$ cat config.mk
export PLATFORM = sky130hd
export DESIGN_NAME = nstore_unit
export DESIGN_NICKNAME = d
export VERILOG_FILES = /design/src/rtl/nstore_pkg.sv /design/src/rtl/nstore_decode.sv /design/src/rtl/nstore_ctrl.sv /design/src/rtl/nstore_path.sv /design/src/rtl/nstore_unit.sv
export SDC_FILE = /design/constraint.sdc
export NUM_CORES = 1
export LEC_CHECK = 0
export BUFFER_PORTS_ARGS = -buffer_cell sky130_fd_sc_hd__buf_2
export CAP_MARGIN = 40
export CORE_AREA = 5 5 82 84
export CTS_CLUSTER_DIAMETER = 60
export DETAILED_ROUTE_END_ITERATION = 10
export DIE_AREA = 0 0 87 89
export GPL_TIMING_DRIVEN = 0
export PLACE_DENSITY = 0.86
export RECOVER_POWER = 50
export SYNTH_ARGS = -nofsm -noshare
export SYNTH_HDL_FRONTEND = slang
export SYNTH_HIERARCHICAL = 1
export SYNTH_SLANG_ARGS = --single-unit
$ cat constraint.sdc
create_clock -name clk -period 3.3 [get_ports clk]
set_input_delay 0.66 -clock clk [delete_from_list [all_inputs] [get_ports clk]]
set_output_delay 0.66 -clock clk [all_outputs]
set_load 0.02 [all_outputs]
$ cat src/rtl/nstore_pkg.sv
package nstore_pkg;

    localparam int OP_W  = 13;
    localparam int NIB_W = 4;

    // Register-store family: only bits 2 and 1 vary
    localparam logic [OP_W-1:0] REGST_MASK  = 13'h1FF9;
    localparam logic [OP_W-1:0] REGST_MATCH = 13'h1EE9;
    // Constant-store families: low nibble is data
    localparam logic [OP_W-1:0] IMMST_MASK  = 13'h1FF0;
    localparam logic [OP_W-1:0] IMMX_MATCH  = 13'h1E80;
    localparam logic [OP_W-1:0] IMMY_MATCH  = 13'h1EA0;

    localparam int SEL_PTR_BIT = 1;
    localparam int SEL_SRC_BIT = 2;

    typedef enum logic [1:0] {
        OPK_NONE  = 2'd0,
        OPK_REGST = 2'd1,
        OPK_IMMST = 2'd2
    } op_kind_e;

    typedef struct packed {
        op_kind_e          kind;
        logic              use_y;
        logic              src_b;
        logic [NIB_W-1:0]  imm;
    } dec_t;

    typedef enum logic {
        ST_PLAIN = 1'b0,
        ST_ARMED = 1'b1
    } pfx_state_e;

endpackage

$ cat src/rtl/nstore_decode.sv
module nstore_decode
    import nstore_pkg::*;
(
    input  logic [OP_W-1:0] instr,
    output dec_t            dec
);

    logic is_reg;
    logic is_immx;
    logic is_immy;

    assign is_reg  = (instr & REGST_MASK) == REGST_MATCH;
    assign is_immx = (instr & IMMST_MASK) == IMMX_MATCH;
    assign is_immy = (instr & IMMST_MASK) == IMMY_MATCH;

    always_comb begin
        dec       = '0;
        dec.kind  = OPK_NONE;
        dec.imm   = instr[NIB_W-1:0];
        if (is_reg) begin
            dec.kind  = OPK_REGST;
            dec.use_y = instr[SEL_PTR_BIT];
            dec.src_b = instr[SEL_SRC_BIT];
        end else if (is_immx || is_immy) begin
            dec.kind  = OPK_IMMST;
            dec.use_y = is_immy;
        end
    end

endmodule

$ cat src/rtl/nstore_ctrl.sv
module nstore_ctrl
    import nstore_pkg::*;
#(
    parameter int EXT_W = 8
) (
    input  logic             clk,
    input  logic             rst_n,
    input  logic             exec,
    input  logic             ext_load,
    input  logic [EXT_W-1:0] ext_value,
    output logic             armed,
    output logic [EXT_W-1:0] ext_q
);

    pfx_state_e state_q;
    pfx_state_e state_d;

    // State register
    always_ff @(posedge clk or negedge rst_n) begin
        if (!rst_n) begin
            state_q <= ST_PLAIN;
        end else begin
            state_q <= state_d;
        end
    end

    // Offset register
    always_ff @(posedge clk or negedge rst_n) begin
        if (!rst_n) begin
            ext_q <= '0;
        end else if (ext_load) begin
            ext_q <= ext_value;
        end
    end

    // Next state: ARM beats CONSUME, otherwise HOLD
    always_comb begin
        state_d = state_q;
        unique case (state_q)
            ST_PLAIN: begin
                if (ext_load) state_d = ST_ARMED;
            end
            ST_ARMED: begin
                if (ext_load)  state_d = ST_ARMED;
                else if (exec) state_d = ST_PLAIN;
            end
            default: state_d = ST_PLAIN;
        endcase
    end

    // Outputs
    always_comb begin
        armed = 1'b0;
        unique case (state_q)
            ST_PLAIN: armed = 1'b0;
            ST_ARMED: armed = 1'b1;
            default:  armed = 1'b0;
        endcase
    end

endmodule

$ cat src/rtl/nstore_path.sv
module nstore_path
    import nstore_pkg::*;
#(
    parameter int ADDR_W = 16,
    parameter int EXT_W  = 8
) (
    input  dec_t              dec,
    input  logic              armed,
    input  logic [EXT_W-1:0]  ext_q,
    input  logic [NIB_W-1:0]  reg_a,
    input  logic [NIB_W-1:0]  reg_b,
    input  logic [ADDR_W-1:0] reg_x,
    input  logic [ADDR_W-1:0] reg_y,
    output logic [ADDR_W-1:0] addr,
    output logic [NIB_W-1:0]  wdata,
    output logic              upd_x,
    output logic              upd_y,
    output logic [ADDR_W-1:0] next_x,
    output logic [ADDR_W-1:0] next_y
);

    localparam int PAGE_W = ADDR_W - EXT_W;

    logic [ADDR_W-1:0] ptr;
    logic [ADDR_W-1:0] page_addr;

    assign ptr = dec.use_y ? reg_y : reg_x;

    generate
        if (PAGE_W > 0) begin : g_paged
            assign page_addr = dec.use_y ? {{PAGE_W{1'b1}}, ext_q}
                                         : {{PAGE_W{1'b0}}, ext_q};
        end else begin : g_flat
            assign page_addr = ext_q[ADDR_W-1:0];
        end
    endgenerate

    always_comb begin
        addr  = ptr;
        wdata = dec.imm;
        upd_x = 1'b0;
        upd_y = 1'b0;
        unique case (dec.kind)
            OPK_REGST: begin
                wdata = dec.src_b ? reg_b : reg_a;
                upd_x = !dec.use_y;
                upd_y = dec.use_y;
            end
            OPK_IMMST: begin
                if (armed) addr = page_addr;
            end
            default: ;
        endcase
    end

    assign next_x = reg_x + 1'b1;
    assign next_y = reg_y + 1'b1;

endmodule

$ cat src/rtl/nstore_unit.sv
module nstore_unit
    import nstore_pkg::*;
#(
    parameter int ADDR_W = 16,
    parameter int EXT_W  = 8
) (
    input  logic              clk,
    input  logic              rst_n,
    input  logic              instr_valid,
    input  logic [12:0]       instr,
    input  logic [3:0]        reg_a,
    input  logic [3:0]        reg_b,
    input  logic [ADDR_W-1:0] reg_x,
    input  logic [ADDR_W-1:0] reg_y,
    input  logic              ext_load,
    input  logic [EXT_W-1:0]  ext_value,
    output logic              mem_we,
    output logic [ADDR_W-1:0] mem_addr,
    output logic [3:0]        mem_wdata,
    output logic              x_upd_en,
    output logic [ADDR_W-1:0] x_upd_val,
    output logic              y_upd_en,
    output logic [ADDR_W-1:0] y_upd_val,
    output logic              e_flag
);

    dec_t              dec;
    logic              exec;
    logic              armed;
    logic [EXT_W-1:0]  ext_q;
    logic [ADDR_W-1:0] addr_c;
    logic [NIB_W-1:0]  wdata_c;
    logic              upd_x_c;
    logic              upd_y_c;
    logic [ADDR_W-1:0] next_x_c;
    logic [ADDR_W-1:0] next_y_c;

    nstore_decode u_dec (
        .instr (instr),
        .dec   (dec)
    );

    assign exec = instr_valid && (dec.kind != OPK_NONE);

    nstore_ctrl #(.EXT_W(EXT_W)) u_ctrl (
        .clk       (clk),
        .rst_n     (rst_n),
        .exec      (exec),
        .ext_load  (ext_load),
        .ext_value (ext_value),
        .armed     (armed),
        .ext_q     (ext_q)
    );

    nstore_path #(.ADDR_W(ADDR_W), .EXT_W(EXT_W)) u_path (
        .dec    (dec),
        .armed  (armed),
        .ext_q  (ext_q),
        .reg_a  (reg_a),
        .reg_b  (reg_b),
        .reg_x  (reg_x),
        .reg_y  (reg_y),
        .addr   (addr_c),
        .wdata  (wdata_c),
        .upd_x  (upd_x_c),
        .upd_y  (upd_y_c),
        .next_x (next_x_c),
        .next_y (next_y_c)
    );

    always_ff @(posedge clk or negedge rst_n) begin
        if (!rst_n) begin
            mem_we    <= 1'b0;
            mem_addr  <= '0;
            mem_wdata <= '0;
            x_upd_en  <= 1'b0;
            x_upd_val <= '0;
            y_upd_en  <= 1'b0;
            y_upd_val <= '0;
        end else begin
            mem_we    <= exec;
            mem_addr  <= addr_c;
            mem_wdata <= wdata_c;
            x_upd_en  <= exec && upd_x_c;
            x_upd_val <= next_x_c;
            y_upd_en  <= exec && upd_y_c;
            y_upd_val <= next_y_c;
        end
    end

    assign e_flag = armed;

endmodule

==> run_results.csv, run 1 <==
group,metric,value,unit
power,p_per_area,488,nW/um^2
hold_path,min_from,"u_ctrl/ext_q[0]",
route,wl_per_cell,15.9,um
yosys,synth_cell_types,34,
worst_setup_path,startpoint_type,"primary input",
yosys,ys_seq_area_share,55.3,%
worst_setup_path,reg2reg_from,"u_ctrl/state_q",
final_layout,utilization,64.2,%
worst_setup_path,worstPathCellList,"clkbuf_1, clkbuf_2",
yosys,syn_inst,248,
clock_network,path_clk_slew,70,ps
route,vias,2267,
final_layout,drive_above_1_share,39.5,%
clock_network,post-cts-setup-buffers,0,
clock_network,cts_made_buffers,9,
worst_setup_path,criticalPathCategory,"in -> async",
floorplanning,fp.dieW,87,um
worst_setup_path,crit_path_end_kind,"async pin",
clock_network,cts_htree_levels,3,
worst_setup_path,cp_top_family,"buffers and inverters",
sta,relSlewSlack,-0.315,%
sta,fmax,440,MHz
worst_setup_path,crit_slowest_cell,"clkbuf_1",
worst_setup_path,cp.required,3640,ps
clock_network,cts_tree,"yes",
final_layout,antenna_cells,0,
sta,finClkSkew,5.79,ps
outcome,violations,"capacitance limit, slew limit",
floorplanning,initial_utilization,49.5,%
route,firstDrtPassIters,4,
floorplanning,top_level_ports,121,
yosys,synth_seq_cells,64,
route,wl_met3,597,um
route,route.detailed.drc,0,
power,vdd_drop_max,279,uV
power,leakage,1.82,nW
global_route,antenna_found_initial,0,
placement,place_congestion,0.808,
clock_network,clockBufferDepth,2,
worst_setup_path,crit_path_max_fanout,37,
worst_setup_path,critical_path_buf_inv_count,2,
global_route,first_global_vias,2382,
hold_path,min_path_cells,1,
route,drt_iter0_markers,65,
sta,min_period,2270,ps
clock_network,cts_sinks,64,
yosys,synth_nets,315,
clock_network,cts_resized,0,
floorplanning,core,5850,sq um
hold_path,min_path_type,"reg -> reg",
worst_setup_path,r2r_slack,1820,ps
sta,finalCritPeriodShare,68.9,%
clock_network,holdBufCountCts,0,
global_route,grt_max_degree,38,
route,maxUsedRoutingLayer,"met4",
worst_setup_path,max_stage_delay,1070,ps
yosys,synth_area_per_cell,11.7,sq um
floorplanning,placementRows,28,
hold_path,min_to,"u_ctrl/ext_q[0]",
sta,slew_viol_final,28,
route,ant_nets,0,
sta,tns,0,ps
final_layout,area_growth_syn_to_layout,29.7,%
worst_setup_path,arrival,2610,ps
yosys,syn_area,2900,sq um
yosys,yosysTopAreaCell,"dfrtp_1",
outcome,status,"finished, violations left",
placement,io_buffer_count,118,
final_layout,final_nets,445,
worst_setup_path,cp-startpoint,"rst_n",
yosys,yosys_warnings,6,
run,maxCapViolCount,1,
worst_setup_path,reg2regPathDepth,4,
placement,dp_hpwl,5770,um
yosys,synth_area_leaders,"dfrtp_1 55%, xnor2_1 4.8%, a21oi_1 4.1%, mux2i_1 4.1%, mux2_4 4.1%",
sta,setup_violations,0,
route,wirelength,7270,um
global_route,grt_pass1_wl,11500,um
worst_setup_path,rr_endpoint,"mem_addr[11]",
sta,rsz0062_at_grt,"no",
sta,hold_violations,0,
global_route,grt_usage,19.8,%
route,drt-met1-wl,2850,um
yosys,synth_top_area_share,55.3,%
sta,worstMarginPinSlew,1500,ps
floorplanning,die_h,89,um
floorplanning,die-area,7740,sq um
global_route,overflow,0,
route,wl_met2,3740,um
clock_network,clock_latency,330,ps
clock_network,root_buffer,"clkbuf_8",
route,drt-vias-per-instance,4.96,
## state kept, by name, indices dropped and copies added, names as in the netlist
name and cells:
x_upd_val 16, u_ctrl/ext_q 8, mem_we 1, y_upd_val 16
y_upd_en 1, x_upd_en 1, mem_wdata 4, u_ctrl/state_q 1
mem_addr 16
## cell usage after synthesis, drive strengths merged
library cell  count
buf               9
dfrtp            64
nor3              8
mux2              8
ha                2
nor2             17
mux2i            12
xnor2            16
o21a              1
nand2b            1
inv              16
clkbuf            5
and3              1
nand4b            2
xor2             12
a21oi            24
nand4             8
nand2            11
o211a             2
a211oi            1
and2              1
o21ai             4
nand3            11
nor4              9
a21o              1
nand3b            2
## cells in the final DEF (no fill, tap or decap), types with 2 or more instances in the layout
cell | netlist | final
buf_2 | 2 | 117
dfrtp_1 | 64 | 64
a21oi_1 | 24 | 24
nor2_1 | 17 | 17
inv_1 | 16 | 16
xnor2_1 | 16 | 16
xor2_1 | 12 | 12
mux2i_1 | 12 | 12
nand3_1 | 10 | 11
nand2_1 | 11 | 11
clkbuf_8 | 0 | 10
clkbuf_1 | 5 | 9
nor3_1 | 8 | 8
mux2_1 | 0 | 7
nor4_2 | 5 | 5
buf_4 | 5 | 5
nand4_1 | 3 | 4
nor4_1 | 4 | 4
o21ai_0 | 4 | 4
o211a_1 | 2 | 2
bufinv_16 | 0 | 2
nand4_2 | 3 | 2
nand3b_1 | 2 | 2
nand4_4 | 2 | 2
ha_1 | 2 | 2
## cells by family after synthesis
family	after synthesis	synth area share [%]
AOI/OAI and AO/OA	33	6.35
xor gates and xnor gates	28	8.47
adders and majority gates	2	0.864
buffers and inverters	30	4.88
DFF	64	55.3
muxes	20	8.29
and+or+nand+nor	71	15.9
## where the power goes
part	switching, mW	internal (mW)	leakage [nW]
sequential	0.0159	0.831	0.750
combinational	0.154	0.0917	0.957
clock	0.296	0.442	0.108
total	0.466	1.36	1.82
## per-layer routing
| metal | up-vias | track usage (%) |
|---|---|---|
| met5 | - | 0 |
| met4 | 0 | 7.79 |
| met3 | 7 | 5.07 |
| met2 | 77 | 34.7 |
| met1 | 1082 | 23.2 |
| li1 | 1101 | - |
## how the worst max path moves through the flow
stage                     slack, ps  cells past startpoint             to
after CTS                      1170                      7   mem_addr[12]
after global placement          890                      7   mem_addr[11]
final                          1030                      2   y_upd_val[1]
after detailed placement        830                      7   mem_addr[12]
after global routing            530                      2  y_upd_val[12]
after floorplan                1320                      6   mem_addr[10]
## through the flow
| step | instance area, sq um | power (mW) | instances | worst slack [ps] | hold slack (ps) |
|---|---|---|---|---|---|
| 2_1_floorplan | 2900 | 0.988 | 248 | 1320 | 364 |
| 3_3_place_gp | 3580 | 1.11 | 441 | 889 | 501 |
| 3_5_place_dp | 3600 | 1.12 | 442 | 830 | 500 |
| 4_1_cts | 3820 | 1.86 | 457 | 1170 | 363 |
| 5_1_grt | 3760 | 1.91 | 457 | 531 | 509 |
| 6_report | 3760 | 1.83 | 457 | 1030 | 496 |
## layout make-up
type / instances / area [sq um]
Buffer: 14 / 73.8
Clock buffer: 10 / 138
Clock inverter: 5 / 81.3
Fill cell: 477 / 2090
Inverter: 16 / 60.1
Multi-Input combinational cell: 154 / 1120
Sequential cell: 64 / 1600
Tap cell: 75 / 93.8
Timing Repair Buffer: 119 / 592
Power figures use the tool's default switching activity.
==> run 2: changes to the inputs <==
--- a/config.mk
+++ b/config.mk
@@ -7,12 +7,12 @@
 export LEC_CHECK = 0
 export BUFFER_PORTS_ARGS = -buffer_cell sky130_fd_sc_hd__buf_2
 export CAP_MARGIN = 40
-export CORE_AREA = 5 5 82 84
+export CORE_AREA = 5 5 84 86
 export CTS_CLUSTER_DIAMETER = 60
 export DETAILED_ROUTE_END_ITERATION = 10
-export DIE_AREA = 0 0 87 89
+export DIE_AREA = 0 0 89 91
 export GPL_TIMING_DRIVEN = 0
-export PLACE_DENSITY = 0.86
+export PLACE_DENSITY = 0.83
 export RECOVER_POWER = 50
 export SYNTH_ARGS = -nofsm -noshare
 export SYNTH_HDL_FRONTEND = slang
==> constraint.sdc (replaced) <==
create_clock -name clk -period 2.3 [get_ports clk]
set_input_delay 0.46 -clock clk [delete_from_list [all_inputs] [get_ports clk]]
set_output_delay 0.46 -clock clk [all_outputs]
set_load 0.02 [all_outputs]
==> run 2 against run 1 <==
Effect of this change:
- sequential power grew 43%
- highest routed layer unchanged
- total power is 49% higher
- cell area up 0.77%
- the run now ends clean
- sequential share of layout area decreased by 0.32 points
- core utilization is 3.2 points lower
- via count is 0.31% higher
- largest cell class unchanged
- critical path depth increased by 5
- setup slack worse by 720 ps
- combinational power grew 43%
- count of clock-buffer cells in the layout rose by 1
- cell count rose by 0.66%
- clock power rose by 59%
==> run_results.csv, run 2 (synthesis results as in run 1) <==
group,metric,value,unit
sta,fmax,502,MHz
final_layout,n_fill_cell,509,
floorplanning,top_level_ports,121,
placement,place_congestion,0.864,
power,vdd_drop_max,380,uV
worst_setup_path,crit_path_end_kind,"flop",
sta,timing.hold.ws,332,ps
route,wl_met3,698,um
floorplanning,die-area,8100,sq um
final_layout,fin_area,3780,sq um
route,wl_per_cell,15.5,um
floorplanning,core,6200,sq um
run,maxCapViolCount,0,
final_layout,final_nets,445,
power,power_frac_seq,44.4,%
final_layout,utilization,61.0,%
sta,worstMarginPinSlew,1380,ps
worst_setup_path,cp.required,2500,ps
sta,rsz0062_at_grt,"no",
placement,io_buffer_count,118,
clock_network,post-cts-setup-buffers,0,
sta,finalCritPeriodShare,86.6,%
route,drt-met1-wl,2820,um
clock_network,cts_resized,0,
worst_setup_path,reg2reg_from,"u_ctrl/state_q",
final_layout,drive_above_1_share,39.2,%
sta,hold_violations,0,
worst_setup_path,cp-startpoint,"instr[4]",
power,power.switching,661,uW
sta,setup_violations,0,
power,combPwrFrac,12.9,%
route,route.detailed.drc,0,
global_route,grt_pass1_wl,11300,um
global_route,grt_max_degree,40,
placement,place_ws,-2.69,ps
global_route,first_global_vias,2405,
placement,dp_hpwl,5690,um
clock_network,cts_htree_levels,3,
power,clockPowerShare,42.7,%
floorplanning,die_h,91,um
sta,finClkSkew,4.42,ps
route,drt_iter0_markers,90,
route,wirelength,7120,um
worst_setup_path,arrival,2190,ps
clock_network,clock_latency,330,ps
worst_setup_path,crit_path_max_fanout,10,
global_route,overflow,0,
placement,dpl_cell_area,3600,sq um
worst_setup_path,startpoint_type,"primary input",
final_layout,layout.cells.most_common_list,"117 x buf_2, 64 x dfrtp_1, 24 x a21oi_1",
clock_network,clockBufferDepth,2,
floorplanning,placementRows,29,
clock_network,cts_sinks,64,
clock_network,cts_made_buffers,9,
route,vias,2274,
final_layout,antenna_cells,0,
global_route,grt_usage,18.2,%
power,swShare,24.2,%
worst_setup_path,criticalPathCategory,"in -> reg",
route,ant_nets,0,
hold_path,min_path_type,"in -> reg",
sta,fin_ws,307,ps
floorplanning,fp.dieW,89,um
clock_network,holdBufCountCts,0,
route,wl_met2,3450,um
power,cellInternalPower,2.07,mW
sta,min_period,1990,ps
final_layout,reg_top3,"mem_addr (16), x_upd_val (16), y_upd_val (16)",
floorplanning,initial_utilization,46.7,%
route,drt-vias-per-instance,4.94,
clock_network,cts_tree,"yes",
global_route,antenna_found_initial,0,
hold_path,min_from,"reg_y[0]",
outcome,status,"finished clean",
final_layout,layout_commonest_cell,"buf_2",
sta,relSlewSlack,7.99,%
final_layout,area_growth_syn_to_layout,30.7,%
clock_network,path_clk_slew,70,ps
sta,slew_viol_final,0,
clock_network,root_buffer,"clkbuf_8",
route,maxUsedRoutingLayer,"met4",
power,leakage,1.83,nW
route,firstDrtPassIters,4,
power,p_per_area,723,nW/um^2
run 2: cell types whose count changed in the layout (fill, tap and decap cells not counted), sizes merged:
cell	previous run	this run
buf	123	124
bufinv	2	3
clkinvlp	1	0
run 2: layout make-up:
type	count	area, sq um	area share [%]
multi-input combinational	154	1110	29.2
sequential	64	1600	42.3
clock inverter	5	104	2.74
inverter	16	60.1	1.59
buffer	14	81.3	2.15
clock buffer	11	141	3.74
timing repair buffer	119	594	15.7
tap	77	96.3	2.55
run 2: final timing paths:
kind                            depth (start not counted)         endpoint  slack, ps
worst max register to register                          4     mem_addr[14]        790
worst min register to register                          1  u_ctrl/ext_q[4]        490
worst min-delay path                                    2     y_upd_val[0]        330
max in group asynchronous                               2    y_upd_val[14]        560
worst max-delay path                                    7     mem_addr[14]        310
min in group asynchronous                               1     mem_wdata[2]        430
run 2: layer usage:
layer	vias up	global-route usage, %
met3	15	4.98
met4	0	9.43
met1	1053	22.3
li1	1106	-
met2	100	29.0
met5	-	0
run 2: power by group through the flow:
stage                     registers [mW]  clock network (mW)  logic (mW)
final                               1.21                1.17       0.353
after global placement              1.24                   0       0.360
after detailed placement            1.24                   0       0.375
after floorplan                     1.31                   0       0.110
after global routing                1.22                1.25       0.386
after CTS                           1.22                1.20       0.376
run 2: critical path, stage by stage:
cell and delay, ps:
buf_2 100, nand4b_4 180, nor3_1 440, nand3b_1 360
clkbuf_1 340, a21oi_1 240, a21oi_1 70
run 2: stage by stage:
step	power (mW)	setup TNS, ps	cells
floorplan	1.42	0	248
global placement	1.60	0	443
detailed placement	1.61	-2.69	444
CTS	2.79	0	460
global route	2.86	0	460
finish	2.74	0	460
